### src/rtl/clkkey_pkg.sv
package clkkey_pkg;
   typedef enum logic [1:0] {
      SEQ_IDLE   = 2'd0,
      SEQ_ARMED  = 2'd1,
      SEQ_STAGED = 2'd2
   } seq_state_e;
endpackage

### src/rtl/clkkey_seq.sv
module clkkey_seq
   import clkkey_pkg::*;
#(
   parameter int AW      = 2,
   parameter int DW      = 8,
   parameter int CTL_W   = 7,
   parameter int ADR_K1  = 0,
   parameter int ADR_CTL = 1,
   parameter int ADR_K2  = 2,
   parameter int KEY_OPEN  = 8'h01,
   parameter int KEY_CLOSE = 8'hF4,
   parameter int RST_WORD  = 7'h7B
) (
   input  logic             clk,
   input  logic             rst_n,
   input  logic             wr,
   input  logic [AW-1:0]    addr,
   input  logic [DW-1:0]    wdata,
   output logic [CTL_W-1:0] live_word
);
   seq_state_e       st_q, st_d;
   logic [CTL_W-1:0] stage_q, stage_d;
   logic [CTL_W-1:0] live_q, live_d;
   logic             hit_open, hit_ctl, hit_close;

   assign hit_open  = wr && (addr == AW'(ADR_K1))  && (wdata == DW'(KEY_OPEN));
   assign hit_ctl   = wr && (addr == AW'(ADR_CTL));
   assign hit_close = wr && (addr == AW'(ADR_K2))  && (wdata == DW'(KEY_CLOSE));

   always_comb begin
      st_d    = st_q;
      stage_d = stage_q;
      live_d  = live_q;
      if (wr) begin
         st_d = hit_open ? SEQ_ARMED : SEQ_IDLE;
         unique case (st_q)
            SEQ_ARMED: begin
               if (hit_ctl) begin
                  st_d    = SEQ_STAGED;
                  stage_d = wdata[CTL_W-1:0];
               end
            end
            SEQ_STAGED: begin
               if (hit_close) live_d = stage_q;
            end
            default: ;
         endcase
      end
   end

   always_ff @(posedge clk or negedge rst_n) begin
      if (!rst_n) begin
         st_q    <= SEQ_IDLE;
         stage_q <= '0;
         live_q  <= CTL_W'(RST_WORD);
      end else begin
         st_q    <= st_d;
         stage_q <= stage_d;
         live_q  <= live_d;
      end
   end

   assign live_word = live_q;
endmodule

### src/rtl/clkkey_div.sv
module clkkey_div #(
   parameter int EXP_W   = 3,
   parameter int RST_EXP = 3
) (
   input  logic             clk,
   input  logic             rst_n,
   input  logic [EXP_W-1:0] exp_req,
   output logic [EXP_W-1:0] exp_now,
   output logic             tick
);
   localparam int CNT_W = (1 << EXP_W) - 1;

   logic [CNT_W-1:0] cnt_q;
   logic [CNT_W-1:0] limit;
   logic [EXP_W-1:0] exp_q;

   for (genvar i = 0; i < CNT_W; i++) begin : g_mask
      assign limit[i] = (i < int'(exp_q));
   end

   assign tick = (cnt_q == limit);

   always_ff @(posedge clk or negedge rst_n) begin
      if (!rst_n) begin
         cnt_q <= '0;
         exp_q <= EXP_W'(RST_EXP);
      end else if (tick) begin
         cnt_q <= '0;
         exp_q <= exp_req;
      end else begin
         cnt_q <= cnt_q + 1'b1;
      end
   end

   assign exp_now = exp_q;
endmodule

### src/rtl/keyed_clk_ctl.sv
module keyed_clk_ctl #(
   parameter int AW        = 2,
   parameter int DW        = 8,
   parameter int EXP_W     = 3,
   parameter int MODE_W    = 4,
   parameter int ADR_K1    = 0,
   parameter int ADR_CTL   = 1,
   parameter int ADR_K2    = 2,
   parameter int KEY_OPEN  = 8'h01,
   parameter int KEY_CLOSE = 8'hF4,
   parameter int NAP_CODE  = 4'hE,
   parameter int RST_WORD  = 7'h7B
) (
   input  logic             clk,
   input  logic             rst_n,
   input  logic             bus_wr,
   input  logic [AW-1:0]    bus_addr,
   input  logic [DW-1:0]    bus_wdata,
   output logic [DW-1:0]    ctl_rdata,
   output logic [EXP_W-1:0] div_now,
   output logic             core_en,
   output logic             nap_req
);
   localparam int CTL_W = EXP_W + MODE_W;

   if (CTL_W > DW) begin : g_bad_width
      $error("control word wider than bus");
   end
   if (KEY_OPEN == KEY_CLOSE) begin : g_bad_keys
      $error("key values must differ");
   end

   logic [CTL_W-1:0] live_word;

   clkkey_seq #(
      .AW(AW), .DW(DW), .CTL_W(CTL_W),
      .ADR_K1(ADR_K1), .ADR_CTL(ADR_CTL), .ADR_K2(ADR_K2),
      .KEY_OPEN(KEY_OPEN), .KEY_CLOSE(KEY_CLOSE), .RST_WORD(RST_WORD)
   ) u_seq (
      .clk(clk), .rst_n(rst_n), .wr(bus_wr), .addr(bus_addr),
      .wdata(bus_wdata), .live_word(live_word)
   );

   clkkey_div #(
      .EXP_W(EXP_W), .RST_EXP(RST_WORD % (1 << EXP_W))
   ) u_div (
      .clk(clk), .rst_n(rst_n), .exp_req(live_word[EXP_W-1:0]),
      .exp_now(div_now), .tick(core_en)
   );

   if (CTL_W < DW) begin : g_pad
      assign ctl_rdata = {{(DW-CTL_W){1'b0}}, live_word};
   end else begin : g_full
      assign ctl_rdata = live_word;
   end

   assign nap_req = (live_word[CTL_W-1:EXP_W] == MODE_W'(NAP_CODE));
endmodule

### config.mk
export PLATFORM = sky130hd
export DESIGN_NAME = keyed_clk_ctl
export DESIGN_NICKNAME = d
export VERILOG_FILES = /design/src/rtl/clkkey_pkg.sv /design/src/rtl/clkkey_seq.sv /design/src/rtl/clkkey_div.sv /design/src/rtl/keyed_clk_ctl.sv
export SDC_FILE = /design/constraint.sdc
export NUM_CORES = 1
export LEC_CHECK = 0
export ABC_AREA = 0
export BUFFER_PORTS_ARGS = -buffer_cell sky130_fd_sc_hd__buf_2
export CAP_MARGIN = 20
export CORE_AREA = 2 2 55 57
export DETAILED_ROUTE_END_ITERATION = 12
export DIE_AREA = 0 0 57 59
export PLACE_DENSITY = 0.84
export SKIP_LAST_GASP = 1
export SLEW_MARGIN = 15
export SYNTH_ARGS = -nofsm -noshare
export SYNTH_HDL_FRONTEND = slang
export SYNTH_SLANG_ARGS = --single-unit
### constraint.sdc
create_clock -name clk -period 1.85 [get_ports clk]
set_clock_uncertainty 0.05 [all_clocks]
set_input_delay 0.37 -clock clk [delete_from_list [all_inputs] [get_ports clk]]
set_output_delay 0.37 -clock clk [all_outputs]
set_load 0.03 [all_outputs]
==> results.md <==
- The mean cell area of the mapped netlist is 11.8 um^2.
- The cell with the most instances after synthesis is dfrtp_1.
- The area share of the largest cell type after synthesis is 35.3%.
- In the final routed layout, each cell accounts on average for 14.5 um.
- Yosys printed 0 warnings.
- The summed area of non-filler cells in the final layout is 0.00156 mm^2.
- Counting instances, the worst hold path has a depth of 2.
- CTS built an H-tree with a depth of 1.
- The total I/O pin count is 26.
- The via count of the first global-routing pass is 908.
- The number of buffers created by CTS is 3.
- The headroom to the max-slew limit is 61.8%.
- From bottom edge to top edge, the die measures 59 um.
- The initial antenna violation count is 0.
- The die covers 0.00336 mm^2.
- In this run the cell area measured after placement is 0.00148 mm^2.
- The sum of net half-perimeters after detailed placement is 1920 um.
- The number of antenna diodes in the final layout is 0.
- The cell area that synthesis handed to floorplanning was 0.00128 mm^2.
- The slew at the pin with the worst max-slew slack is 0.574 ns.
- Across every metal layer, demand over resource in global routing totals 16.6%.
- Summing the sequential cell areas from Yosys gives 51.7% of the chip area.
- The startpoint identified for the worst hold timing path is bus_wdata[1].
- The power share of the sequential group is 63.9%.
- By area the synthesized netlist is led by dfrtp_1 35%, dfstp_2 16%, mux2_2 14%.
- The endpoint of the lowest-slack register-to-register path is u_div.exp_now[2].
- The clock-pin slew reported for the worst setup and hold paths after clock tree synthesis is 0.13 ns.
- The signal arrival time at the worst endpoint is 1.95 ns.
- The commonest cells after synthesis are 18 x dfrtp_1, 16 x mux2_2, 11 x nor2_1.
- The first-pass GRT wire length is 4280 um.
- The worst register-to-register path has a depth of 7.
- The count of input and output buffers is 24.
- In this run the critical register-to-register path is launched from u_div.exp_now[0].
- CTS placed an instance of clkbuf_4 at the clock tree root.
- Relative to the synthesized area, the layout overhead comes to 22.0%.
- The endpoint with the worst hold slack is u_seq.stage_q[1].
- In the final design database the tool counted 160 nets.
- The detail route stage leaves a number of antenna-violating nets equal to 0.
- In the routed layout, each cell is associated on average with a via count of 5.45.
- The core area is 0.00271 mm^2.
- After detailed routing, the number of remaining DRC violations is 0.
- The worst setup path is of the reg -> out kind.
- The number of standard cells in the final layout excluding fillers is 176.
- After synthesis the netlist holds a flip-flop and latch count of 26.
- The reported leakage power is 0.000755 uW.
- The achievable frequency is 423 MHz.
- The fraction of the cycle the final worst path needs is 128%.
- The internal power component is 703 uW.
- The final-report max-slew violation count came to 0.
- The longest clock path from root to sink contains 2 buffers.
- The worst reg-to-reg setup slack is -0.29 ns.
- The count of endpoints failing hold in the final timing report is 0.
- In the final timing run, aggregate negative setup slack is -2.60 ns.
- The first TritonRoute pass finished after 5 iterations.
- In the synthesized netlist, the number of instances is 108.
- STA classifies the critical path startpoint as a flop.
- Global routing finished with a remaining overflow of 0.
- The required time reported for the critical path endpoint is 1.43 ns.
- The switching power total is 190 uW.
- The type of the most critical hold path is in -> reg.
- In this run, placement finished with an instance count of 168.
- For this design the ratio of total power to cell area is 573 mW/mm^2.
- Yosys mapped a number of flops with a built-in enable equal to 0.
- The clock drives 26 sinks.
- The element type at the critical path end is a primary output.
- Once the floorplan was initialized, standard cells occupied 47.1% of the core.
- The later pin in the worst-skew pair is clocked with a latency of 0.32 ns.
- Per report_power, the combinational group accounts for 4.0% of the total.
- The placement-stage worst setup slack is -0.191 ns.
- The share of synthesized registers carrying an async set or reset is 100%.
- The worst setup slack after layout is -0.517 ns.
- The fraction of layout instances using a drive strength above 1 is 50.3%.
- Setup repair after global routing could not meet its margin everywhere.
- The final number of setup-violating endpoints is 11.
- IR analysis of the VDD net gives a maximum drop of 0.569 mV.
- The switching share of power is 21.3%.
- The most used flip-flop cell after synthesis is dfrtp_1.
- The detailed router finished its first iteration with 40 violations.
- The placement row count is 19.
- Entering global routing, the biggest net connects 27 pins.
- Summed over all layers, the routed wires come to 2560 um.
- Detailed routing inserted a total of 959 vias.
- The total of fill cells in the finished design is 237.
- The maximum fanout along the worst path is 4.
- The flow ran to the end, but the final reports show violations.
- The TritonCTS clock tree is built.
- Measured along the x axis, the die boundary spans 57 um.
- The share of total power dissipated in the clock network is 32.1%.
- The weighted congestion at the end of routability-driven global placement is 0.797.
- Summed over all instances, the cell type with the most area after synthesis is dfrtp_1.
- The final reports fail on setup timing.
- Across the run, the number of max-cap violations was 0.
- Counting distinct cell types in the post-synthesis netlist gives 37.
- Counting I/O delays and the setup requirement, the final critical path takes 2.37 ns.
- When the netlist entered floorplanning its net count stood at 122.
[power by group through the flow]
stage,logic [uW],registers (uW),clock network (uW)
after CTS,36.7,571,295
after global routing,41.1,571,320
after floorplan,7.82,580,0
final,35.9,571,286
after detailed placement,34.9,580,0
after global placement,33.3,580,0
[metal layers]
metal | vias to the layer above | GRT usage, % | share of wire [%]
li1 | 461 | - | -
met5 | - | 0 | 0
met3 | 4 | 2.62 | 4.4
met4 | 0 | 3.99 | 1.0
met2 | 33 | 29.6 | 52
met1 | 461 | 21.4 | 43
[placed cells by master, fill, tap and decap left out, types with 2 or more instances in the layout]
cell,netlist,final
a21oi_1,4,4
buf_2,0,23
buf_4,1,14
clkbuf_4,0,3
dfrtp_1,18,17
dfstp_2,8,8
inv_1,2,2
mux2_2,16,16
mux2_4,2,2
nand2_1,4,4
nand3_1,6,6
nor2_1,11,11
nor2b_1,2,2
nor3_1,3,3
xor2_1,4,4
[critical path: stages (launching register included)]
cell,delay (ns)
dfstp_2,0.58
nor4bb_2,0.27
a311o_1,0.15
a21oi_1,0.05
nor4b_2,0.35
buf_4,0.23
[how the worst max path moves through the flow]
stage | depth (start not counted) | end | startpoint | slack, ns
finish | 5 | core_en | u_div.exp_now[0] | -0.52
global route | 5 | core_en | u_div.exp_now[0] | -0.62
CTS | 5 | core_en | u_div.exp_now[0] | -0.48
detailed placement | 6 | u_div.exp_now[2] | u_div.exp_now[1] | -0.19
global placement | 6 | u_div.exp_now[2] | u_div.exp_now[1] | -0.13
floorplan | 6 | u_div.exp_now[2] | u_div.exp_now[1] | -0.26
[what timing repair did]
action                     CTS  global route
hold endpoints to repair    18             0
gates resized for setup      3             1
hold buffers                 1             0
setup endpoints to repair    4            11
pin swaps                    3             1
buffers inserted             2             1
[cell families (layout without fill, tap and decap cells)]
logic type / Yosys count / after routing / synth area share [%]
simple gates: 35 / 35 / 15.0
flops: 26 / 26 / 51.7
mux: 18 / 18 / 16.5
compound gates: 14 / 14 / 8.23
buf+inv: 8 / 45 / 3.92
xor+xnor: 5 / 5 / 3.43
fa+ha+maj: 1 / 1 / 0.979
other cells: 1 / 1 / 0.294
[final cells by class]
class | count | area, um^2 | area share, %
multi-input combinational | 74 | 573 | 36.8
timing repair buffer | 39 | 241 | 15.5
clock buffer | 4 | 36.3 | 2.33
tap | 31 | 38.8 | 2.49
sequential | 26 | 662 | 42.5
inverter | 2 | 7.51 | 0.482
[flip-flops by register name, indices dropped and copies added (netlist names)]
| name | count |
|---|---|
| u_div.cnt_q | 7 |
| u_div.exp_now | 3 |
| u_seq.live_word | 7 |
| u_seq.st_q | 2 |
| u_seq.stage_q | 7 |
[through the flow]
step | total power [uW] | utilization (%) | hold WS (ns)
global placement | 614 | 54.5 | 0.324
finish | 893 | 57.5 | 0.244
floorplan | 588 | - | 0.0244
detailed placement | 615 | 54.5 | 0.345
CTS | 903 | 57.0 | 0.227
global route | 932 | 57.5 | 0.229
Power figures use the tool's default switching activity.
